## src/rtl/phy_irq_pkg.sv

```systemverilog
package phy_irq_pkg;

    localparam int SRC_N   = 8;
    localparam int DATA_W  = 2 * SRC_N;
    localparam int REG_AW  = 5;

    localparam logic [REG_AW-1:0] CTL_ADDR  = 5'h0A;
    localparam logic [REG_AW-1:0] STAT_ADDR = 5'h0B;

    typedef struct packed {
        logic irq_en;
        logic pin_out_en;
    } irq_ctl_t;

    typedef enum logic [1:0] {
        SEL_NONE = 2'd0,
        SEL_CTL  = 2'd1,
        SEL_STAT = 2'd2
    } reg_sel_e;

    typedef struct packed {
        logic             wr;
        logic             rd;
        reg_sel_e         sel;
        logic [SRC_N-1:0] wdata;
    } reg_req_t;

    function automatic reg_sel_e decode_addr(input logic [REG_AW-1:0] a);
        if (a == CTL_ADDR)       return SEL_CTL;
        else if (a == STAT_ADDR) return SEL_STAT;
        else                     return SEL_NONE;
    endfunction

    function automatic logic [DATA_W-1:0] pack_stat(input logic [SRC_N-1:0] pend,
                                                    input logic [SRC_N-1:0] mask);
        return {pend, mask};
    endfunction

    function automatic logic [DATA_W-1:0] pack_ctl(input irq_ctl_t c);
        return {{(DATA_W-2){1'b0}}, c};
    endfunction

endpackage

```

## src/rtl/phy_irq_regs.sv

```systemverilog
module phy_irq_regs
    import phy_irq_pkg::*;
(
    input  logic              clk,
    input  logic              rst,
    input  reg_req_t          req,
    input  logic [SRC_N-1:0]  pend,
    output irq_ctl_t          ctl,
    output logic [SRC_N-1:0]  mask,
    output logic [DATA_W-1:0] rdata,
    output logic              clr_all
);

    always_ff @(posedge clk) begin
        if (rst) begin
            ctl  <= '0;
            mask <= '0;
        end else if (req.wr) begin
            case (req.sel)
                SEL_CTL:  ctl  <= irq_ctl_t'(req.wdata[1:0]);
                SEL_STAT: mask <= req.wdata;
                default:  ;
            endcase
        end
    end

    always_comb begin
        rdata = '0;
        if (req.rd) begin
            case (req.sel)
                SEL_CTL:  rdata = pack_ctl(ctl);
                SEL_STAT: rdata = pack_stat(pend, mask);
                default:  rdata = '0;
            endcase
        end
    end

    assign clr_all = req.rd && (req.sel == SEL_STAT);

    AST_MASK_LOADS: assert property (@(posedge clk) disable iff (rst)
        (req.wr && req.sel == SEL_STAT) |=> (mask == $past(req.wdata)));
    AST_CTL_HOLDS: assert property (@(posedge clk) disable iff (rst)
        !(req.wr && req.sel == SEL_CTL) |=> $stable(ctl));
    AST_MASK_HOLDS: assert property (@(posedge clk) disable iff (rst)
        !(req.wr && req.sel == SEL_STAT) |=> $stable(mask));

endmodule

```

## src/rtl/phy_irq_pending.sv

```systemverilog
module phy_irq_pending
    import phy_irq_pkg::*;
(
    input  logic             clk,
    input  logic             rst,
    input  logic [SRC_N-1:0] evt,
    input  logic             clr,
    output logic [SRC_N-1:0] pend
);

    for (genvar i = 0; i < SRC_N; i++) begin : g_src
        always_ff @(posedge clk) begin
            if (rst)         pend[i] <= 1'b0;
            else if (evt[i]) pend[i] <= 1'b1;
            else if (clr)    pend[i] <= 1'b0;
        end
    end

    AST_EVT_KEPT: assert property (@(posedge clk) disable iff (rst)
        (|evt) |=> ((pend & $past(evt)) == $past(evt)));
    AST_CLR_EMPTIES: assert property (@(posedge clk) disable iff (rst)
        (clr && !(|evt)) |=> (pend == '0));
    AST_NO_SPONTANEOUS: assert property (@(posedge clk) disable iff (rst)
        (!(|evt)) |=> ((pend & ~$past(pend)) == '0));

endmodule

```

## src/rtl/phy_pd_pin.sv

```systemverilog
module phy_pd_pin #(
    parameter int SYNC_STAGES = 2
) (
    input  logic clk,
    input  logic rst,
    input  logic pin_in,
    input  logic pin_out_en,
    input  logic irq_assert,
    input  logic bmcr_pd,
    output logic pin_drive_low,
    output logic pd_req
);

    localparam int LAST = SYNC_STAGES - 1;

    logic [SYNC_STAGES-1:0] sync_q;

    for (genvar g = 0; g < SYNC_STAGES; g++) begin : g_sync
        if (g == 0) begin : g_first
            always_ff @(posedge clk) begin
                if (rst) sync_q[g] <= 1'b1;
                else     sync_q[g] <= pin_in;
            end
        end else begin : g_next
            always_ff @(posedge clk) begin
                if (rst) sync_q[g] <= 1'b1;
                else     sync_q[g] <= sync_q[g-1];
            end
        end
    end

    assign pin_drive_low = pin_out_en & irq_assert;
    assign pd_req        = bmcr_pd | (~pin_out_en & ~sync_q[LAST]);

    AST_BMCR_FORCES_PD: assert property (@(posedge clk) disable iff (rst)
        bmcr_pd |-> pd_req);
    AST_OUT_ROLE_NO_PD: assert property (@(posedge clk) disable iff (rst)
        (pin_out_en && !bmcr_pd) |-> !pd_req);
    AST_IN_ROLE_NO_DRIVE: assert property (@(posedge clk) disable iff (rst)
        !pin_out_en |-> !pin_drive_low);

endmodule

```

## src/rtl/phy_irq_pin_ctrl.sv

```systemverilog
module phy_irq_pin_ctrl
    import phy_irq_pkg::*;
#(
    parameter int SYNC_STAGES = 2
) (
    input  logic              clk,
    input  logic              rst,
    input  logic              reg_wr,
    input  logic              reg_rd,
    input  logic [REG_AW-1:0] reg_addr,
    input  logic [DATA_W-1:0] reg_wdata,
    output logic [DATA_W-1:0] reg_rdata,
    input  logic [SRC_N-1:0]  evt_pulse,
    input  logic              bmcr_pd,
    input  logic              pin_in,
    output logic              pin_drive_low,
    output logic              power_down_req
);

    reg_req_t         req;
    irq_ctl_t         ctl;
    logic [SRC_N-1:0] mask;
    logic [SRC_N-1:0] pend;
    logic             clr_all;
    logic             irq_assert;
    logic             unused_wdata_hi;

    assign unused_wdata_hi = ^reg_wdata[DATA_W-1:SRC_N];

    always_comb begin
        req.wr    = reg_wr;
        req.rd    = reg_rd;
        req.sel   = decode_addr(reg_addr);
        req.wdata = reg_wdata[SRC_N-1:0];
    end

    phy_irq_regs i_regs (
        .clk     (clk),
        .rst     (rst),
        .req     (req),
        .pend    (pend),
        .ctl     (ctl),
        .mask    (mask),
        .rdata   (reg_rdata),
        .clr_all (clr_all)
    );

    phy_irq_pending i_pend (
        .clk  (clk),
        .rst  (rst),
        .evt  (evt_pulse),
        .clr  (clr_all),
        .pend (pend)
    );

    assign irq_assert = ctl.irq_en & (|(pend & mask));

    phy_pd_pin #(.SYNC_STAGES(SYNC_STAGES)) i_pin (
        .clk           (clk),
        .rst           (rst),
        .pin_in        (pin_in),
        .pin_out_en    (ctl.pin_out_en),
        .irq_assert    (irq_assert),
        .bmcr_pd       (bmcr_pd),
        .pin_drive_low (pin_drive_low),
        .pd_req        (power_down_req)
    );

    AST_DRIVE_NEEDS_CAUSE: assert property (@(posedge clk) disable iff (rst)
        pin_drive_low |-> (ctl.irq_en && ctl.pin_out_en && (|(pend & mask))));
    AST_CLEAR_RELEASES: assert property (@(posedge clk) disable iff (rst)
        (clr_all && !(|evt_pulse)) |=> !pin_drive_low);

endmodule

```

## config.mk

```make
export PLATFORM = sky130hd
export DESIGN_NAME = phy_irq_pin_ctrl
export DESIGN_NICKNAME = d
export VERILOG_FILES = /design/src/rtl/phy_irq_pkg.sv /design/src/rtl/phy_irq_regs.sv /design/src/rtl/phy_irq_pending.sv /design/src/rtl/phy_pd_pin.sv /design/src/rtl/phy_irq_pin_ctrl.sv
export SDC_FILE = /design/constraint.sdc
export NUM_CORES = 1
export LEC_CHECK = 0
export BUFFER_PORTS_ARGS = -buffer_cell sky130_fd_sc_hd__buf_2
export CORE_ASPECT_RATIO = 0.8
export CORE_MARGIN = 2
export CORE_UTILIZATION = 42
export CTS_CLUSTER_SIZE = 16
export DETAILED_ROUTE_END_ITERATION = 10
export GPL_TIMING_DRIVEN = 0
export HOLD_SLACK_MARGIN = 0.02
export PLACE_DENSITY = 0.72
export SYNTH_ARGS = -nofsm -noshare
export SYNTH_HDL_FRONTEND = slang
export SYNTH_HIERARCHICAL = 1
export SYNTH_SLANG_ARGS = --single-unit
```

## constraint.sdc

```tcl
create_clock -name clk -period 4.4 [get_ports clk]
set_clock_uncertainty 0.1 [all_clocks]
set_input_delay 0.44 -clock clk [delete_from_list [all_inputs] [get_ports clk]]
set_output_delay 0.44 -clock clk [all_outputs]
set_load 0.1 [all_outputs]
```

==> metrics.txt <==
# TYPE chip_impl_metric gauge
chip_impl_metric{name="synth_cell_type_count",unit=""} 25
chip_impl_metric{name="die-area",unit="um^2"} 2944
chip_impl_metric{name="critical_path_buf_inv_count",unit=""} 3
chip_impl_metric{name="wl",unit="um"} 2426
chip_impl_metric{name="fmax",unit="MHz"} 385.4
chip_impl_metric{name="vias",unit=""} 972
chip_impl_metric{name="cts_max_path_buffers",unit=""} 2
chip_impl_metric{name="place_congestion",unit=""} 0.7797
chip_impl_metric{name="globalRouteTotalUtil",unit=""} 0.1783
chip_impl_metric{name="clock_sink_total",unit=""} 20
chip_impl_metric{name="routed_wire_length_per_instance",unit="um"} 12.01
chip_impl_metric{name="hpwl",unit="um"} 1964
chip_impl_metric{name="hold_depth",unit=""} 2
chip_impl_metric{name="htree_num_levels",unit=""} 1
chip_impl_metric{name="number_of_buffers_created_by_cts",unit=""} 3
chip_impl_metric{name="required_time_at_the_endpoint_of_the_critical_path",unit="ns"} 3.86
chip_impl_info{name="tritoncts_clock_tree",value="done"} 1
chip_impl_metric{name="slowest_delay",unit="ns"} 0.42
chip_impl_metric{name="setup_violating_endpoint_count_in_the_final_report",unit=""} 0
chip_impl_metric{name="antenna_violating_nets_post_route",unit=""} 0
chip_impl_info{name="slowest_cp_cell",value="sky130_fd_sc_hd__buf_2"} 1
chip_impl_metric{name="post_cts_buffers",unit=""} 0
chip_impl_metric{name="syn2layout_area_growth",unit="%"} 27.15
chip_impl_info{name="rsz0062_at_grt",value="false"} 1
chip_impl_metric{name="finalHoldViolations",unit=""} 0
chip_impl_metric{name="post_route_drc_violation_count",unit=""} 0
chip_impl_metric{name="fp-row-count",unit=""} 16
chip_impl_metric{name="synthArstFlopShare",unit=""} 0
chip_impl_metric{name="slew-limit-headroom",unit=""} 0.6742
chip_impl_metric{name="synth_edf_count",unit=""} 0
chip_impl_metric{name="numPortBuffers",unit=""} 44
chip_impl_metric{name="initial_antenna_violation_count",unit=""} 0
chip_impl_metric{name="pin_count_of_the_biggest_net_entering_global_routing",unit=""} 11
chip_impl_info{name="timing.hold.worst.class",value="in -> reg"} 1
chip_impl_metric{name="antennaDiodeCount",unit=""} 0
chip_impl_info{name="post_synth_top_flop",value="sky130_fd_sc_hd__dfxtp_1"} 1
chip_impl_metric{name="path_clk_slew",unit="ns"} 0.10
chip_impl_metric{name="maxCapViolCount",unit=""} 0
chip_impl_metric{name="mappedNetlistNets",unit=""} 156
chip_impl_metric{name="ys_seq_elements",unit=""} 20
chip_impl_metric{name="grt_first_pass_wirelength",unit="um"} 4098
chip_impl_info{name="critical_path.startpoint_type",value="input pin"} 1
chip_impl_metric{name="placeableCoreArea",unit="um^2"} 2422
chip_impl_info{name="clock_tree.root_cell",value="sky130_fd_sc_hd__clkbuf_4"} 1
chip_impl_metric{name="ctsHoldBuffers",unit=""} 0
chip_impl_info{name="timing.setup.critical_path_class",value="in -> out"} 1
chip_impl_metric{name="slew_violations",unit=""} 0
chip_impl_metric{name="place_inst",unit=""} 199
chip_impl_metric{name="worst_skew_pair.late_latency",unit="ns"} 0.29
chip_impl_metric{name="synth.yosys.warnings",unit=""} 6
chip_impl_metric{name="cts-resized-gates",unit=""} 0
chip_impl_metric{name="final_min_period_over_clock_period",unit=""} 0.5898
chip_impl_metric{name="overflow",unit=""} 0
chip_impl_info{name="crit_path_cell_trace",value="buf_2 > nand4bb_1 > nor2_1 > ha_1 > clkbuf_1 > and3_1 > buf_2"} 1
chip_impl_info{name="cell_with_the_most_instances_on_the_worst_path",value="sky130_fd_sc_hd__buf_2"} 1
chip_impl_metric{name="detail_route.first_pass.iterations",unit=""} 4
chip_impl_metric{name="power_leakage",unit="nW"} 0.6926
chip_impl_metric{name="io-pin-count",unit=""} 53
chip_impl_metric{name="crit_cells",unit=""} 7
chip_impl_metric{name="worstMarginPinSlew",unit="ns"} 0.4921
chip_impl_metric{name="min_cycle_time_layout",unit="ns"} 2.595
chip_impl_info{name="setup.worst_path.end_class",value="output pin"} 1
chip_impl_metric{name="peak_supply_drop",unit="mV"} 0.1371
chip_impl_metric{name="fin_tns_setup",unit="ns"} 0
chip_impl_metric{name="layout-drive-gt1-share",unit=""} 0.3916
chip_impl_metric{name="syn_avg_cell_area",unit="um^2"} 8.906
chip_impl_info{name="worst_path_dominant_cell_family",value="buffers and inverters"} 1
chip_impl_metric{name="synthCells",unit=""} 119
chip_impl_metric{name="data_arrival_time_of_the_worst_path",unit="ns"} 2.05
chip_impl_metric{name="grt_pass1_vias",unit=""} 951
chip_impl_info{name="status",value="finished, final reports clean"} 1
chip_impl_metric{name="synth_seq_area_share",unit=""} 0.3778
chip_impl_metric{name="summed_instance_area_of_the_synthesized_netlist",unit="um^2"} 1060
chip_impl_metric{name="layout.cells.non_filler",unit=""} 202
chip_impl_metric{name="cp_max_fo",unit=""} 10
chip_impl_metric{name="ff2ff_path_depth",unit=""} 2
chip_impl_metric{name="layout.nets",unit=""} 205
chip_impl_metric{name="floorplan.initialDensity",unit=""} 0.4375
chip_impl_metric{name="viasPerCell",unit=""} 4.812
chip_impl_metric{name="die-width",unit="um"} 60.16
chip_impl_metric{name="power.density_cell_area",unit="nW/um^2"} 237.5
chip_impl_metric{name="drt_iter0_markers",unit=""} 55
chip_impl_metric{name="die_h",unit="um"} 48.93
==> synth_stat cells, types with 3 or more instances <==
cell	count	area [um^2]
sky130_fd_sc_hd__nand3_1	6	30.03
sky130_fd_sc_hd__inv_1	12	45.04
sky130_fd_sc_hd__a21bo_1	3	30.03
sky130_fd_sc_hd__nand2b_1	14	87.58
sky130_fd_sc_hd__a21oi_1	8	40.04
sky130_fd_sc_hd__dfxtp_1	20	400.4
sky130_fd_sc_hd__a21oi_2	6	52.55
sky130_fd_sc_hd__a21bo_2	3	30.03
sky130_fd_sc_hd__nor2_1	4	15.01
sky130_fd_sc_hd__mux2i_1	4	40.04
sky130_fd_sc_hd__and3_1	14	87.58
sky130_fd_sc_hd__a22oi_1	6	45.04
==> worst paths after layout <==
| check | startpoint | to | slack (ns) |
|---|---|---|---|
| worst max register to register | i_regs/mask[4]$_SDFFE_PP0P_ | i_regs/mask[4]$_SDFFE_PP0P_ | 3.53 |
| worst max-delay path | reg_addr[2] | reg_rdata[5] | 1.81 |
| worst min-delay path | pin_in | i_pin/sync_q[0]$_SDFF_PP1_ | 0.22 |
| worst min register to register | i_pin/sync_q[0]$_SDFF_PP1_ | i_pin/sync_q[1]$_SDFF_PP1_ | 0.33 |
==> report_power, final <==
group	total (mW)	switching, mW	internal (mW)
Combinational	0.0443	0.0251	0.0192
Sequential	0.193	0.00510	0.188
Clock	0.0830	0.0511	0.0319
==> kinds of logic after synthesis <==
logic type               count (synthesis)  synth area share
AND/OR/NAND/NOR                         46            0.2727
AO/OA/AOI/OAI                           28            0.2019
flip-flops                              20            0.3778
buffers and inverters                   19           0.08618
multiplexers                             4           0.03778
adder cells (fa/ha/maj)                  2           0.02361
==> state kept, by name, summed over array words and instances (netlist names) <==
signal / flops
i_pend/pend: 8
i_pin/sync_q: 2
i_regs/ctl: 2
i_regs/mask: 8
==> layer usage <==
metal / part of all wire / vias up / global-route usage
li1: - / 497 / -
met3: 0.067 / 2 / 0.05570
met2: 0.48 / 29 / 0.2953
met1: 0.45 / 444 / 0.2237
met4: 0.0033 / 0 / 0.04074
met5: 0 / - / 0
==> final cells by class <==
cell class,instances,area [um^2]
buffer,7,46.29
clock buffer,3,22.52
fill,240,1075
inverter,12,45.04
multi-input combinational,80,568.0
sequential,20,400.4
tap,36,45.04
timing repair buffer,44,220.2
==> worst register-to-register path, delay by kind of cell, from the launching register on <==
family / cells / cell delay, ns
flip-flops: 1 / 0.37
AO/OA/AOI/OAI: 2 / 0.35
==> stage by stage <==
step	power, mW	setup slack (ns)	utilization	instance area (um^2)	hold WS (ns)
after detailed placement	0.2416	1.800	0.5470	1325	0.3114
after global placement	0.2398	1.869	0.5470	1325	0.2970
after CTS	0.3239	1.793	0.5563	1348	0.2213
final	0.3201	1.805	0.5563	1348	0.2230
after global routing	0.3379	1.692	0.5563	1348	0.2104
after floorplan	0.2224	1.365	-	1060	0.2832
==> layout by cell type, fill, tap and decap left out <==
cell,n
sky130_fd_sc_hd__a21oi_1,8
sky130_fd_sc_hd__o21bai_1,1
sky130_fd_sc_hd__nand2b_1,14
sky130_fd_sc_hd__nand3_1,6
sky130_fd_sc_hd__a41oi_1,1
sky130_fd_sc_hd__nand2b_4,1
sky130_fd_sc_hd__or2_1,2
sky130_fd_sc_hd__inv_1,12
sky130_fd_sc_hd__mux2i_1,4
sky130_fd_sc_hd__a21bo_2,3
sky130_fd_sc_hd__buf_2,46
sky130_fd_sc_hd__ha_1,2
sky130_fd_sc_hd__a21bo_1,3
sky130_fd_sc_hd__dfxtp_1,20
sky130_fd_sc_hd__nand2_4,1
sky130_fd_sc_hd__nand4bb_1,1
sky130_fd_sc_hd__clkbuf_2,2
sky130_fd_sc_hd__and3_1,14
sky130_fd_sc_hd__a21oi_2,6
sky130_fd_sc_hd__and2_2,1
sky130_fd_sc_hd__and2_1,2
sky130_fd_sc_hd__nor2_1,4
sky130_fd_sc_hd__clkbuf_1,1
sky130_fd_sc_hd__a22oi_1,6
sky130_fd_sc_hd__clkbuf_4,3
sky130_fd_sc_hd__buf_6,2
(Power assumes the default switching activity.)
